## src/rtl/atomic_pkg.sv

```systemverilog
// Shared encodings and types for the atomic read-modify-write unit.
// Assumes opcode layout: mode in bits 7:5, size in bits 4:3, class in bits 2:0.
package atomic_pkg;

    localparam logic [2:0] MODE_ATOMIC    = 3'b110;
    localparam logic [2:0] CLASS_STORE_RG = 3'b011;
    localparam logic [1:0] SIZE_WORD      = 2'b00;
    localparam logic [1:0] SIZE_DWORD     = 2'b11;

    localparam logic [3:0] SUB_ADD   = 4'h0;
    localparam logic [3:0] SUB_OR    = 4'h4;
    localparam logic [3:0] SUB_AND   = 4'h5;
    localparam logic [3:0] SUB_XOR   = 4'hA;
    localparam logic [3:0] SUB_SWAP  = 4'hE;
    localparam logic [3:0] SUB_CSWAP = 4'hF;

    typedef enum logic [2:0] {
        AOP_ADD,
        AOP_OR,
        AOP_AND,
        AOP_XOR,
        AOP_SWAP,
        AOP_CSWAP
    } aop_e;

    typedef struct packed {
        logic legal;
        logic dword;
        aop_e op;
        logic fetch;
    } adec_t;

    typedef enum logic [2:0] {
        ST_IDLE,
        ST_READ,
        ST_MODIFY,
        ST_WRITE,
        ST_DONE,
        ST_FAULT
    } seq_e;

endpackage

```

## src/rtl/atomic_decode.sv

```systemverilog
// Instruction decoder: classifies opcode and immediate into a sub-operation.
// Assumes nothing about timing; purely combinational.
module atomic_decode
    import atomic_pkg::*;
(
    input  logic [7:0]  opcode,
    input  logic [31:0] imm,
    output adec_t       dec
);

    logic opc_ok;
    logic imm_clean;
    logic sub_ok;
    aop_e sub_op;

    // Opcode must be the atomic mode of the register store class at 4 or 8 bytes.
    always_comb begin
        opc_ok = (opcode[7:5] == MODE_ATOMIC) && (opcode[2:0] == CLASS_STORE_RG) &&
                 ((opcode[4:3] == SIZE_WORD) || (opcode[4:3] == SIZE_DWORD));
    end

    // Reserved immediate bits must be clear.
    always_comb begin
        imm_clean = (imm[31:8] == 24'h0) && (imm[3:1] == 3'b000);
    end

    // Map the sub-operation nibble; swap forms demand the fetch flag.
    always_comb begin
        sub_ok = 1'b1;
        sub_op = AOP_ADD;
        case (imm[7:4])
            SUB_ADD:   sub_op = AOP_ADD;
            SUB_OR:    sub_op = AOP_OR;
            SUB_AND:   sub_op = AOP_AND;
            SUB_XOR:   sub_op = AOP_XOR;
            SUB_SWAP:  begin sub_op = AOP_SWAP;  sub_ok = imm[0]; end
            SUB_CSWAP: begin sub_op = AOP_CSWAP; sub_ok = imm[0]; end
            default:   sub_ok = 1'b0;
        endcase
    end

    // Assemble the decoded record.
    always_comb begin
        dec.legal = opc_ok && imm_clean && sub_ok;
        dec.dword = (opcode[4:3] == SIZE_DWORD);
        dec.op    = sub_op;
        dec.fetch = imm[0];
    end

endmodule

```

## src/rtl/atomic_addr_gen.sv

```systemverilog
// Effective address generator: base plus sign-extended offset, wrapping.
// Assumes ADDR_W is larger than OFF_W.
module atomic_addr_gen #(
    parameter int ADDR_W = 32,
    parameter int OFF_W  = 16
) (
    input  logic [ADDR_W-1:0] base,
    input  logic [OFF_W-1:0]  offset,
    output logic [ADDR_W-1:0] addr
);

    localparam int EXT_W = ADDR_W - OFF_W;

    logic [ADDR_W-1:0] off_ext;

    // Sign-extend the offset to the address width.
    always_comb begin
        off_ext = {{EXT_W{offset[OFF_W-1]}}, offset};
    end

    // Add with natural wrap at the address width.
    always_comb begin
        addr = base + off_ext;
    end

endmodule

```

## src/rtl/atomic_alu.sv

```systemverilog
// Modify stage: combines the old memory word with the latched operands.
// Assumes old_raw is the raw memory read data; narrows to the low half for 4-byte ops.
module atomic_alu
    import atomic_pkg::*;
#(
    parameter int DATA_W = 64
) (
    input  aop_e              op,
    input  logic              dword,
    input  logic [DATA_W-1:0] old_raw,
    input  logic [DATA_W-1:0] operand,
    input  logic [DATA_W-1:0] cmp_val,
    output logic [DATA_W-1:0] old_ext,
    output logic [DATA_W-1:0] new_val,
    output logic              write_ok
);

    localparam int HALF_W = DATA_W / 2;

    logic [DATA_W-1:0] width_mask;
    logic [DATA_W-1:0] opnd_m;
    logic [DATA_W-1:0] cmp_m;
    logic [DATA_W-1:0] raw_res;

    // Select the active width mask.
    always_comb begin
        width_mask = dword ? {DATA_W{1'b1}} : {{(DATA_W-HALF_W){1'b0}}, {HALF_W{1'b1}}};
    end

    // Narrow all operands to the active width.
    always_comb begin
        old_ext = old_raw & width_mask;
        opnd_m  = operand & width_mask;
        cmp_m   = cmp_val & width_mask;
    end

    // Compute the candidate value for the selected sub-operation.
    always_comb begin
        case (op)
            AOP_ADD: raw_res = old_ext + opnd_m;
            AOP_OR:  raw_res = old_ext | opnd_m;
            AOP_AND: raw_res = old_ext & opnd_m;
            AOP_XOR: raw_res = old_ext ^ opnd_m;
            default: raw_res = opnd_m;
        endcase
        new_val = raw_res & width_mask;
    end

    // A write is due unless a compare-exchange misses.
    always_comb begin
        write_ok = (op != AOP_CSWAP) || (old_ext == cmp_m);
    end

endmodule

```

## src/rtl/atomic_seq.sv

```systemverilog
// Sequencer: IDLE -> READ -> MODIFY -> (WRITE) -> DONE, or IDLE -> FAULT.
// Assumes read data arrives during MODIFY; start is only honoured in IDLE.
module atomic_seq
    import atomic_pkg::*;
(
    input  logic clk,
    input  logic rst_n,
    input  logic start,
    input  logic legal,
    input  logic write_ok,
    output seq_e state
);

    seq_e state_nx;

    // Next-state selection.
    always_comb begin
        state_nx = state;
        case (state)
            ST_IDLE:   if (start) state_nx = legal ? ST_READ : ST_FAULT;
            ST_READ:   state_nx = ST_MODIFY;
            ST_MODIFY: state_nx = write_ok ? ST_WRITE : ST_DONE;
            ST_WRITE:  state_nx = ST_DONE;
            ST_DONE:   state_nx = ST_IDLE;
            ST_FAULT:  state_nx = ST_IDLE;
            default:   state_nx = ST_IDLE;
        endcase
    end

    // State register with synchronous active-low reset.
    always_ff @(posedge clk) begin
        if (!rst_n) state <= ST_IDLE;
        else        state <= state_nx;
    end

endmodule

```

## src/rtl/atomic_rmw_unit.sv

```systemverilog
// Top of the atomic read-modify-write unit. Latches operands on an accepted
// start, reads the location, computes, conditionally writes, then strobes done
// with register writebacks. Assumes a memory that returns read data the cycle
// after a read request and accepts a write in the cycle it is requested.
module atomic_rmw_unit
    import atomic_pkg::*;
#(
    parameter int ADDR_W = 32,
    parameter int DATA_W = 64,
    parameter int OFF_W  = 16
) (
    input  logic              clk,
    input  logic              rst_n,
    input  logic              start,
    input  logic [7:0]        opcode,
    input  logic [31:0]       imm,
    input  logic [ADDR_W-1:0] base_addr,
    input  logic [OFF_W-1:0]  offset,
    input  logic [DATA_W-1:0] src_val,
    input  logic [DATA_W-1:0] r0_val,
    output logic              mem_req,
    output logic              mem_we,
    output logic              mem_dword,
    output logic [ADDR_W-1:0] mem_addr,
    output logic [DATA_W-1:0] mem_wdata,
    input  logic [DATA_W-1:0] mem_rdata,
    output logic              mem_lock,
    output logic              src_wb_en,
    output logic [DATA_W-1:0] src_wb_data,
    output logic              r0_wb_en,
    output logic [DATA_W-1:0] r0_wb_data,
    output logic              done,
    output logic              error,
    output logic              busy
);

    adec_t             dec;
    adec_t             dec_q;
    seq_e              state;
    logic [ADDR_W-1:0] eff_addr;
    logic [ADDR_W-1:0] addr_q;
    logic [DATA_W-1:0] src_q;
    logic [DATA_W-1:0] r0_q;
    logic [DATA_W-1:0] old_q;
    logic [DATA_W-1:0] wdata_q;
    logic [DATA_W-1:0] old_ext;
    logic [DATA_W-1:0] new_val;
    logic              write_ok;
    logic              accept;

    atomic_decode u_decode (
        .opcode (opcode),
        .imm    (imm),
        .dec    (dec)
    );

    atomic_addr_gen #(
        .ADDR_W (ADDR_W),
        .OFF_W  (OFF_W)
    ) u_addr (
        .base   (base_addr),
        .offset (offset),
        .addr   (eff_addr)
    );

    atomic_alu #(
        .DATA_W (DATA_W)
    ) u_alu (
        .op       (dec_q.op),
        .dword    (dec_q.dword),
        .old_raw  (mem_rdata),
        .operand  (src_q),
        .cmp_val  (r0_q),
        .old_ext  (old_ext),
        .new_val  (new_val),
        .write_ok (write_ok)
    );

    atomic_seq u_seq (
        .clk      (clk),
        .rst_n    (rst_n),
        .start    (start),
        .legal    (dec.legal),
        .write_ok (write_ok),
        .state    (state)
    );

    // An instruction is taken only in IDLE and only when legal.
    always_comb begin
        accept = (state == ST_IDLE) && start && dec.legal;
    end

    // Capture the decoded instruction and its operands at acceptance.
    always_ff @(posedge clk) begin
        if (!rst_n) begin
            dec_q  <= '0;
            addr_q <= '0;
            src_q  <= '0;
            r0_q   <= '0;
        end else if (accept) begin
            dec_q  <= dec;
            addr_q <= eff_addr;
            src_q  <= src_val;
            r0_q   <= r0_val;
        end
    end

    // Register the old value and the computed value at the end of MODIFY.
    always_ff @(posedge clk) begin
        if (!rst_n) begin
            old_q   <= '0;
            wdata_q <= '0;
        end else if (state == ST_MODIFY) begin
            old_q   <= old_ext;
            wdata_q <= new_val;
        end
    end

    // Memory port driven from state and captured registers only.
    always_comb begin
        mem_req   = (state == ST_READ) || (state == ST_WRITE);
        mem_we    = (state == ST_WRITE);
        mem_lock  = (state == ST_READ) || (state == ST_MODIFY) || (state == ST_WRITE);
        mem_dword = dec_q.dword;
        mem_addr  = addr_q;
        mem_wdata = wdata_q;
    end

    // Completion, fault and writeback outputs.
    always_comb begin
        done        = (state == ST_DONE);
        error       = (state == ST_FAULT);
        busy        = (state != ST_IDLE);
        src_wb_en   = done && ((dec_q.op == AOP_SWAP) ||
                               (dec_q.fetch && (dec_q.op != AOP_CSWAP)));
        r0_wb_en    = done && (dec_q.op == AOP_CSWAP);
        src_wb_data = old_q;
        r0_wb_data  = old_q;
    end

endmodule


```

## config.mk

```make
export PLATFORM = sky130hd
export DESIGN_NAME = atomic_rmw_unit
export DESIGN_NICKNAME = d
export VERILOG_FILES = /design/src/rtl/atomic_pkg.sv /design/src/rtl/atomic_decode.sv /design/src/rtl/atomic_addr_gen.sv /design/src/rtl/atomic_alu.sv /design/src/rtl/atomic_seq.sv /design/src/rtl/atomic_rmw_unit.sv
export SDC_FILE = /design/constraint.sdc
export NUM_CORES = 1
export LEC_CHECK = 0
export BUFFER_PORTS_ARGS = -buffer_cell sky130_fd_sc_hd__clkbuf_2
export CORE_ASPECT_RATIO = 0.9
export CORE_UTILIZATION = 50
export CTS_CLUSTER_SIZE = 16
export DETAILED_ROUTE_END_ITERATION = 10
export GPL_ROUTABILITY_DRIVEN = 0
export PLACE_DENSITY_LB_ADDON = 0.05
export SETUP_SLACK_MARGIN = 0.3
export SLEW_MARGIN = 20
export SYNTH_ARGS = -nofsm -noshare
export SYNTH_HDL_FRONTEND = slang
export SYNTH_SLANG_ARGS = --single-unit
```

## constraint.sdc

```tcl
create_clock -name clk -period 5.9 [get_ports clk]
set_input_delay 0.59 -clock clk [delete_from_list [all_inputs] [get_ports clk]]
set_output_delay 0.59 -clock clk [all_outputs]
set_load 0.02 [all_outputs]
```

**Word-level counts from Yosys, hierarchy flattened**

Cells that the tools add are included.

- Memories kept: 0
- ROM bits: 0
- Bits in latches: 0
- Input port bits: 283
- Flip-flop bits (word level): 296
- Memory bits (writable): 0
- Output and inout port bits: 233
- Logic and storage cells: 72

- Eq/ne operators: 21
- Muxes and demuxes: 8
- Add/sub/neg operators: 2
- Multiply operators: 0
- Bitwise operators: 7
- Shift operators: 0
- Divide/modulo/power cells: 0
- Reduce and logical (&&, ||, !) cells: 25
- Magnitude comparators: 0

Operator list:

| kind | number |
|---|---|
| 64-bit bitwise AND | 5 |
| 64-bit case mux with 4 select lines | 1 |
| 64-bit adder | 1 |
| 64-bit == test | 1 |
| 64-bit 2-to-1 mux | 1 |
| 64-bit OR | 1 |
| 64-bit bitwise XOR | 1 |
| 32-bit adder | 1 |
| 24-bit zero test | 1 |
| 3-bit by 2-bit == test with 1-bit output (second input constant) | 5 |
| 3-bit == test (second input constant) | 5 |
| 3-bit case mux with 5 select lines | 1 |
| 4-bit == test (second input constant) | 3 |
| 3-bit case mux with 4 select lines | 1 |
| 1-bit logical AND | 10 |
| 3-bit zero test | 3 |
| 3-bit 2-to-1 mux | 3 |
| 4-bit by 3-bit == test with 1-bit output (second input constant) | 2 |
| 3-bit by 1-bit == test with 1-bit output (second input constant) | 2 |
| 1-bit logical OR | 6 |
| 4-bit zero test | 1 |
| 4-bit OR reduction | 1 |
| 3-bit != test (second input constant) | 1 |
| 3-bit nonzero test | 1 |
| 5 further kinds | 5 |

**Depth between registers and ports, before layout**

Gate-level depths: netlist (run 1).

- Depth in word-level cells: 8
- Depth in mapped cells: 20
- Gate-level depth less buffers: 13

**Cells and area by module**

Synthesis (run 1) repeated with hierarchy kept, for this count alone.

- Cell total of the unflattened synthesis: 3,040
- Area, all modules: 22,940.8 um^2

Modules (own cells, without submodules):

| module | area each (um^2) | cells an instance | seq. area each (um^2) | times used |
|---|---|---|---|---|
| atomic_rmw_unit | 11,947.7 | 1,349 | 5,865.6 | 1 |
| atomic_alu | 8,932.3 | 1,410 | 0.0 | 1 |
| atomic_addr_gen | 1,744.2 | 241 | 0.0 | 1 |
| atomic_decode | 193.9 | 27 | 0.0 | 1 |
| atomic_seq | 122.6 | 13 | 60.1 | 1 |

**Worst setup path before layout (run 1)**

OpenSTA, ideal clock, no wires.

- Kind: reg2reg
- Start point: reg dec_q, in the netlist mem_dword
- End point: reg wdata_q[59], in the netlist mem_wdata[59]
- Stages on the path, launching flop included: 21
- Buffers on the path: 8
- Library setup time: 0.062 ns
- Path slack: 1.050 ns
- Required time: 5.838 ns
- Period minus slack after synthesis: 4.850 ns
- Arrival time: 4.788 ns
- Cell sequence: dfxtp_1 > clkbuf_1 > buf_2 > clkbuf_1 > clkbuf_1 > clkbuf_1 > buf_1 > buf_1 > nand2_1 > ha_1 > clkbuf_1 > a32o_1 > a31oi_1 > o21ai_0 > a221oi_1 > nor2_1 > and2_1 > o211ai_1 > a21oi_1 > or4_1 > nand3_1

- Word-level cells in the longest chain between the ends: 5
- Elaborated cells on any way between the ends: 9
- Those cells by class: add/sub: 1; mux: 2; bitwise: 6

RTL lines:

| what | RTL line | RTL |
|---|---|---|
| from (decl) | atomic_rmw_unit.sv:38 | `adec_t dec_q;` |
| from (signal assigned) | atomic_rmw_unit.sv:96 | `dec_q <= '0;` |
| from (signal assigned) | atomic_rmw_unit.sv:101 | `dec_q <= dec;` |
| 64-bit 2-to-1 mux * | atomic_alu.sv:27 | `width_mask = dword ? {DATA_W{1'b1}} : {{(DATA_W-HALF_W){1'b0}}, {HALF_W{1'b1}}};` |
| 64-bit bitwise AND, on equally long branches | atomic_alu.sv:32, atomic_alu.sv:33 |  |
| 64-bit adder (tied with other cells) | atomic_alu.sv:40 | `AOP_ADD: raw_res = old_ext + opnd_m;` |
| 64-bit case mux with 4 select lines | atomic_alu.sv:39 | `case (op)` |
| 64-bit bitwise AND * | atomic_alu.sv:46 | `new_val = raw_res & width_mask;` |
| to (signal assigned) | atomic_rmw_unit.sv:115 | `wdata_q <= new_val;` |
| to (decl) | atomic_rmw_unit.sv:45 | `logic [DATA_W-1:0] wdata_q;` |

Every way passes the cells marked *; elsewhere a longest branch is shown, timed or not.
A chain may end at the register's enable or synchronous reset.

**Final worst setup path (run 1)**

- Start point: reg src_q[11]
- End point: reg wdata_q[63], in the netlist mem_wdata[63]

- Word-level cells in the longest chain between the ends: 4

RTL lines:

| what | RTL line | RTL |
|---|---|---|
| from (decl) | atomic_rmw_unit.sv:42 | `logic [DATA_W-1:0] src_q;` |
| from (signal assigned) | atomic_rmw_unit.sv:103 | `src_q <= src_val;` |
| 64-bit bitwise AND | atomic_alu.sv:33 | `opnd_m = operand & width_mask;` |
| 64-bit adder | atomic_alu.sv:40 |  |
| 64-bit case mux with 4 select lines | atomic_alu.sv:39 |  |
| 64-bit bitwise AND | atomic_alu.sv:46 |  |

Every way passes these cells.

==> summary.txt, run 1 <==
====================================================================================
Register share of total power                                                  41.0%
Final instance area                                                      24500 sq um
Final routed DRC violation total                                                   0
Worst R2R End                                                           mem_wdata[63]
Total Nets Final                                                                3532
Critical path arrival                                                        4.40 ns
Layout Area Growth over Synthesis                                              16.0%
Max-capacitance violation count                                                    0
Highest Clock Rate                                                         0.252 GHz
Post-route insts no fill                                                        3683
Power density over cell area                                             205 nW/um^2
Total number of placement rows                                                    70
Clock insertion delay at the later pin of the skew report                    0.55 ns
First-pass GRT wire length                                                 109000 um
Cell area reported after detailed placement                              23300 sq um
Main combinational cell family by area after synthesis                  compound AO/OA/AOI/OAI gates
Post-layout min period                                                       3.97 ns
Number of nets with antenna violations after routing                               0
Share of cell area taken by muxes after synthesis                              3.75%
Most frequent cell on the critical path                                 sky130_fd_sc_hd__nand2_1
Initial DRC Count                                                               1820
Final setup fails                                                                  0
Portion of total power attributed to the clock network                         45.0%
Sum of negative setup slack                                                     0 ns
TritonCTS clock tree                                                            done
Die Wd                                                                        218 um
Proportion of synthesized chip area in sequential cells                        28.1%
Number of enable-type register cells in the synthesized netlist                    0
Top metal layer carrying routed signals                                         met5
Proportion of netlist area held by the largest area contributor                28.1%
Number of placed I/O pins                                                        516
Layout cell share with drive strength beyond 1                                 20.1%
Total of warnings raised by yosys                                                  0
Final routed wirelength across all metal layers                             71300 um
Number of inserted filler cells in the final layout                             3901
Highest-delay cell along the critical path                              sky130_fd_sc_hd__a211oi_2
Largest fanout on the critical path                                                7
Simple-gate portion of the synthesized area                                    20.9%
Hold-fix buffer count after cts                                                    0
Worst flop-to-flop path startpoint                                         src_q[11]
Detailed Routing Iterations Pass 1                                                 5
Highest cell delay on the worst timing path                                  0.50 ns
Flop-to-flop setup slack                                                     1.93 ns
Post-route core utilization                                                    59.5%
Level count of the clock H-tree                                                    2
Path type of the worst setup path                                         reg -> reg
Area of the mapped netlist                                               21100 sq um
Cell class contributing the biggest share of worst-path delay           compound AO/OA/AOI/OAI gates
Worst path cell trace                                                   inv_1 > ha_1 > nand2_1 > or3_1 > or3b_1 > a31oi_1 > o21ai_1 > a211oi_2 > o211ai_1 > a21oi_1 > mux2i_1 > nand2_1
Most area-hungry cell type in the Yosys netlist                         sky130_fd_sc_hd__dfxtp_1
Hold EP                                                                    src_q[59]
Post-CTS setup buffers                                                             0
Synthesized-area fraction occupied by ao, oa, aoi and oai cells                24.4%
Leakage power figure                                                         10.8 nW
Library cell used as clock root buffer                                  sky130_fd_sc_hd__clkbuf_16
Largest net degree at the start of global routing                                176
Met2 layer wire length in the routed design                                 32800 um
Total via count after detailed routing                                         21400
Fraction of power consumed by combinational cells                              14.1%
RSZ-0062 raised after global routing                                              no
FF+latch count, synth                                                            296
Initial antenna violation count                                                    4
Origin of the worst min-delay path                                       src_val[59]
Total net switching power                                                    1.36 mW
Port buffer count                                                                515
Parity-gate share of the synthesized area counting xor and xnor cells          6.32%
Final max-slew violation count                                                     0
Remaining max-slew budget at the tightest pin                                  27.6%
Total overflow reported by the global router                                       0
Largest cells by area after synthesis                                   sky130_fd_sc_hd__dfxtp_1 (28%), sky130_fd_sc_hd__nand2_1 (11%), sky130_fd_sc_hd__ha_1 (7.7%)
Effective utilization at floorplan                                             51.3%
Mean post-synth cell area                                                 7.51 sq um
Maximum resistive drop on vdd                                               0.222 mV
Met3 Routed Length                                                           5480 um
Hold Vio Cnt, Final                                                                0
Gates resized, CTS repair                                                          0
CP bufs+invs                                                                       1
Required arrival time at the worst endpoint                                  6.34 ns
Sw Ratio                                                                       27.1%
Post-Synth Adder-Cell Area                                                     8.05%
Cell depth of the worst flop-to-flop path                                         12
Number of nets produced by synthesis                                            3223
Post-synthesis instance total                                                   2808
Type of the worst min-delay path                                           in -> reg
Core Box Area                                                            41100 sq um
Clock sink total                                                                 296
Critical path capture point type                                            register
Worst-margin pin slew                                                        1.09 ns
Fin crit share                                                                 67.2%
Post-synth ARST share                                                             0%
Status                                                                  finished clean
Number of buffers created by CTS                                                  36
Maximum clock insertion buffer count                                               3
Placed Cells incl. Taps                                                         3619
Number of cells traversed by the worst hold path                                   3
Predominant post-synthesis flop cell                                    sky130_fd_sc_hd__dfxtp_1
Clock-pin transition on the worst setup and hold timing paths                0.06 ns
Met1 Routed Length                                                          30700 um
Global router's overall resource usage                                         32.0%
Average routed wire per standard cell                                        19.3 um
Synth unique cells                                                                81
Total power after layout                                                     5.02 mW
Cell-internal power                                                          3.66 mW
Startpoint types                                                            register
Via-to-Cell Ratio                                                               5.80
Vias in the first global route                                                 19800
HPWL after DPL                                                              52700 um
Die ar.                                                                  43000 sq um
Die outline height                                                            197 um
Layout Skew                                                                0.0180 ns
====================================================================================
## power groups by stage
stage	Clock, mW	Sequential [mW]	Combinational [mW]
2_1_floorplan	0	2.13	0.404
3_3_place_gp	0	2.10	0.688
3_5_place_dp	0	2.10	0.699
4_1_cts	2.29	2.06	0.702
5_1_grt	2.36	2.06	0.766
6_report	2.26	2.06	0.706
## cells in the mapped netlist (all sizes together) (13+ instances only)
master  instances
nand2         630
dfxtp         296
a21boi        188
o21ai         162
clkbuf        158
inv           151
a21oi         143
ha            130
buf           100
nor2           89
xor2           78
nand3          75
xnor2          74
a21o           38
and2           37
nand4          36
nor4           30
nor3           26
mux2i          25
a221oi         24
a31oi          22
mux4           22
nor2b          22
o211ai         20
a22oi          19
a221o          17
and3           16
o31ai          15
a211oi         13
o211a          13
o21a           13
o21bai         13
## layer usage
layer  up-vias  track usage (%)
li1      10300                -
met1     10200             42.1
met2       814             51.7
met3       136             6.34
met4         4             11.9
met5         -                0
## sequential cells by signal, indices dropped and copies added (netlist names)
| register | cells |
|---|---|
| dec_q | 4 |
| mem_addr | 32 |
| mem_dword | 1 |
| mem_wdata | 64 |
| r0_q | 64 |
| r0_wb_data | 64 |
| src_q | 64 |
| u_seq.state | 3 |
## logic make-up (layout without fill, tap and decap cells)
family,Yosys count,after routing
buf+inv,410,743
simple gates,1003,1003
fa+ha+maj,135,135
other cells,0,2
xor+xnor,152,152
mux,51,51
compound gates,761,761
flops,296,296
## worst min-delay path, delay by kind of cell
family          cells  cell delay [ns]
simple gates        1             0.04
buf+inv             1             0.08
compound gates      1             0.06
## final cells by class
cell class	instances	area (sq um)	area share [%]
inverters	152	571	2.33
flip-flops and latches	296	5940	24.3
well taps	540	676	2.76
diodes	2	5.00	0.0205
clock inverters	8	98.8	0.404
clock buffers	54	1090	4.46
repair buffers	529	2700	11.1
multi-input cells	2102	13400	54.7
## how the worst max path moves through the flow
stage                        startpoint            end  slack [ns]  cells after the start
after floorplan               mem_dword  mem_wdata[59]        1.05                     20
after global placement    mem_rdata[23]  mem_wdata[62]        1.70                     13
after detailed placement  mem_rdata[23]  mem_wdata[62]        1.67                     13
after CTS                     src_q[11]  mem_wdata[63]        2.05                     12
after global routing          mem_dword  mem_wdata[59]        1.74                     12
final                         src_q[11]  mem_wdata[63]        1.93                     12
## per-stage QoR
stage | hold slack [ns] | setup slack [ns]
2_1_floorplan | 0.441 | 1.05
3_3_place_gp | 0.427 | 1.70
3_5_place_dp | 0.433 | 1.67
4_1_cts | 0.255 | 2.05
5_1_grt | 0.278 | 1.74
6_report | 0.279 | 1.93
## layout by cell type, fill, tap and decap left out, drive strengths merged, types with 13 or more instances in the layout
cell type  instances
nor2b             22
o211a             13
a21oi            143
mux2i             25
nor3              26
inv              152
nand3             75
o21a              13
a21o              38
xor2              78
a211oi            13
o211ai            20
nand4             36
mux4              22
o21bai            13
nor4              30
xnor2             74
o31ai             15
nand2            630
a221o             17
buf               14
clkbuf           569
and2              37
a22oi             19
nor2              89
ha               130
a221oi            24
a31oi             22
and3              16
dfxtp            296
o21ai            162
a21boi           188
Power figures use the tool's default switching activity.
==> inputs of run 2 (changes only) <==
Clock period 5.9 ns to 4.1 ns, I/O delays scaled along.
==> summary.txt, run 2 (synthesized netlist as in run 1, its figures left out) <==
============================================================================
Effective utilization at floorplan                                     51.3%
RSZ-0062 raised after global routing                                      no
Core Box Area                                                    41100 sq um
Total power after layout                                             7.23 mW
Cell area reported after detailed placement                      23400 sq um
Highest Clock Rate                                                 0.275 GHz
Largest net degree at the start of global routing                         93
Final setup fails                                                          0
Cell class contributing the biggest share of worst-path delay   compound AO/OA/AOI/OAI gates
Path type of the worst setup path                                 reg -> reg
Critical path capture point type                                    register
Largest fanout on the critical path                                        7
Startpoint types                                                    register
Layout Skew                                                        0.0161 ns
Initial antenna violation count                                            4
Flop-to-flop setup slack                                             0.46 ns
Final max-slew violation count                                             0
Fin crit share                                                         88.7%
Worst-margin pin slew                                               0.958 ns
Library cell used as clock root buffer                          sky130_fd_sc_hd__clkbuf_16
Highest cell delay on the worst timing path                          0.44 ns
First-pass GRT wire length                                         110000 um
Clock sink total                                                         296
Total Nets Final                                                        3547
Layout Area Growth over Synthesis                                      17.0%
Number of placed I/O pins                                                516
Post-layout worst setup margin                                      0.462 ns
TritonCTS clock tree                                                    done
Cell depth of the worst flop-to-flop path                                 12
Maximum clock insertion buffer count                                       3
Highest-delay cell along the critical path                      sky130_fd_sc_hd__or3b_1
Required arrival time at the worst endpoint                          4.56 ns
Clock insertion delay at the later pin of the skew report            0.55 ns
Max-capacitance violation count                                            0
Clock-pin transition on the worst setup and hold timing paths        0.06 ns
Maximum resistive drop on vdd                                       0.293 mV
Average routed wire per standard cell                                19.4 um
Final instance area                                              24700 sq um
Hold-fix buffer count after cts                                            0
Detailed Routing Iterations Pass 1                                         5
Worst flop-to-flop path startpoint                                 src_q[11]
Setup slack at placement                                            0.153 ns
Die Wd                                                                218 um
Multi-input gate area                                            13400 sq um
Sum of negative setup slack                                             0 ns
Vias in the first global route                                         20100
Global router's overall resource usage                                 32.3%
Power density over cell area                                     293 nW/um^2
Worst path cell trace                                           inv_1 > ha_2 > nand2_1 > or3_1 > or3b_1 > a31oi_1 > o21ai_2 > a21oi_1 > o21ai_1 > xnor2_1 > a221o_1 > o31ai_1
Total via count after detailed routing                                 21400
Number of nets with antenna violations after routing                       0
Port buffer count                                                        515
Die ar.                                                          43000 sq um
HPWL after DPL                                                      53600 um
Worst R2R End                                                   mem_wdata[33]
Final routed wirelength across all metal layers                     71700 um
Die outline height                                                    197 um
Critical path arrival                                                4.10 ns
Post-layout min period                                               3.64 ns
Critical path launch point                                         src_q[11]
Initial DRC Count                                                       1698
Total number of placement rows                                            70
Type of the worst min-delay path                                   in -> reg
Via-to-Cell Ratio                                                       5.79
Level count of the clock H-tree                                            2
Remaining max-slew budget at the tightest pin                          36.1%
Commonest cells after routing, fill and taps aside              sky130_fd_sc_hd__nand2_1 (628), sky130_fd_sc_hd__clkbuf_2 (514), sky130_fd_sc_hd__dfxtp_1 (292)
Timing endpoint of the critical path                            mem_wdata[33]
Number of inserted filler cells in the final layout                     3815
Number of buffers created by CTS                                          35
CP bufs+invs                                                               1
Final routed DRC violation total                                           0
Layout cell share with drive strength beyond 1                         20.7%
Hold Vio Cnt, Final                                                        0
Stages on the worst setup path                                            12
Total overflow reported by the global router                               0
Post-route core utilization                                            60.0%
Leakage power figure                                                 10.9 nW
Commonest non-fill, non-tap cell in the layout                  sky130_fd_sc_hd__nand2_1
Status                                                          finished clean
Total area of sequential cells                                    5940 sq um
============================================================================
[run 2: cell types whose count changed in the layout (fill, tap and decap cells not counted), sizes merged]
cell,previous run,this run
buf,14,30
bufinv,2,3
clkinv,4,3
diode,2,4
[run 2: layout make-up]
type / count / area share (%)
multi-input combinational: 2102 / 54.5
timing repair buffer: 545 / 11.6
tap: 540 / 2.74
sequential: 296 / 24.1
antenna: 4 / 0.0406
clock inverter: 8 / 0.487
clock buffer: 54 / 4.30
inverter: 152 / 2.31
[run 2: repair_timing]
action / 4_1_cts / 5_1_grt
setup endpoints to repair: 0 / 12
buffers inserted: 0 / 1
hold endpoints to repair: 0 / 0
resized for setup: 0 / 10
[run 2: worst min-delay path by stage]
| stage | start | to | slack (ns) | cells past startpoint |
|---|---|---|---|---|
| floorplan | dec_q[0] | dec_q[0] | 0.44 | 2 |
| global placement | mem_wdata[40] | mem_wdata[40] | 0.43 | 2 |
| CTS | r0_val[36] | r0_q[36] | 0.07 | 3 |
| global route | r0_val[36] | r0_q[36] | 0.09 | 3 |
| detailed placement | mem_wdata[40] | mem_wdata[40] | 0.44 | 2 |
| finish | r0_val[36] | r0_q[36] | 0.09 | 3 |
[run 2: through the flow]
step	cells	hold WS [ns]
6_report	3701	0.0906
5_1_grt	3699	0.0903
3_3_place_gp	3634	0.426
2_1_floorplan	2808	0.441
4_1_cts	3696	0.0701
3_5_place_dp	3634	0.438
[run 2: layer usage]
layer | global-route usage, % | part of all wire [%]
met1 | 42.6 | 43
met2 | 52.5 | 47
met3 | 5.91 | 6.9
met4 | 11.7 | 3.2
met5 | 0 | 0
[run 2: worst min-delay path: cells and delay by family]
kind	cells	cell delay (ns)
simple gates	1	0.04
compound gates	1	0.06
buf+inv	1	0.08
[run 2: power breakdown]
group          switching, mW  internal, mW  total (mW)
clock                   1.29          1.97        3.26
sequential            0.0400          2.92        2.96
combinational          0.621         0.394        1.01
total                   1.95          5.28        7.23
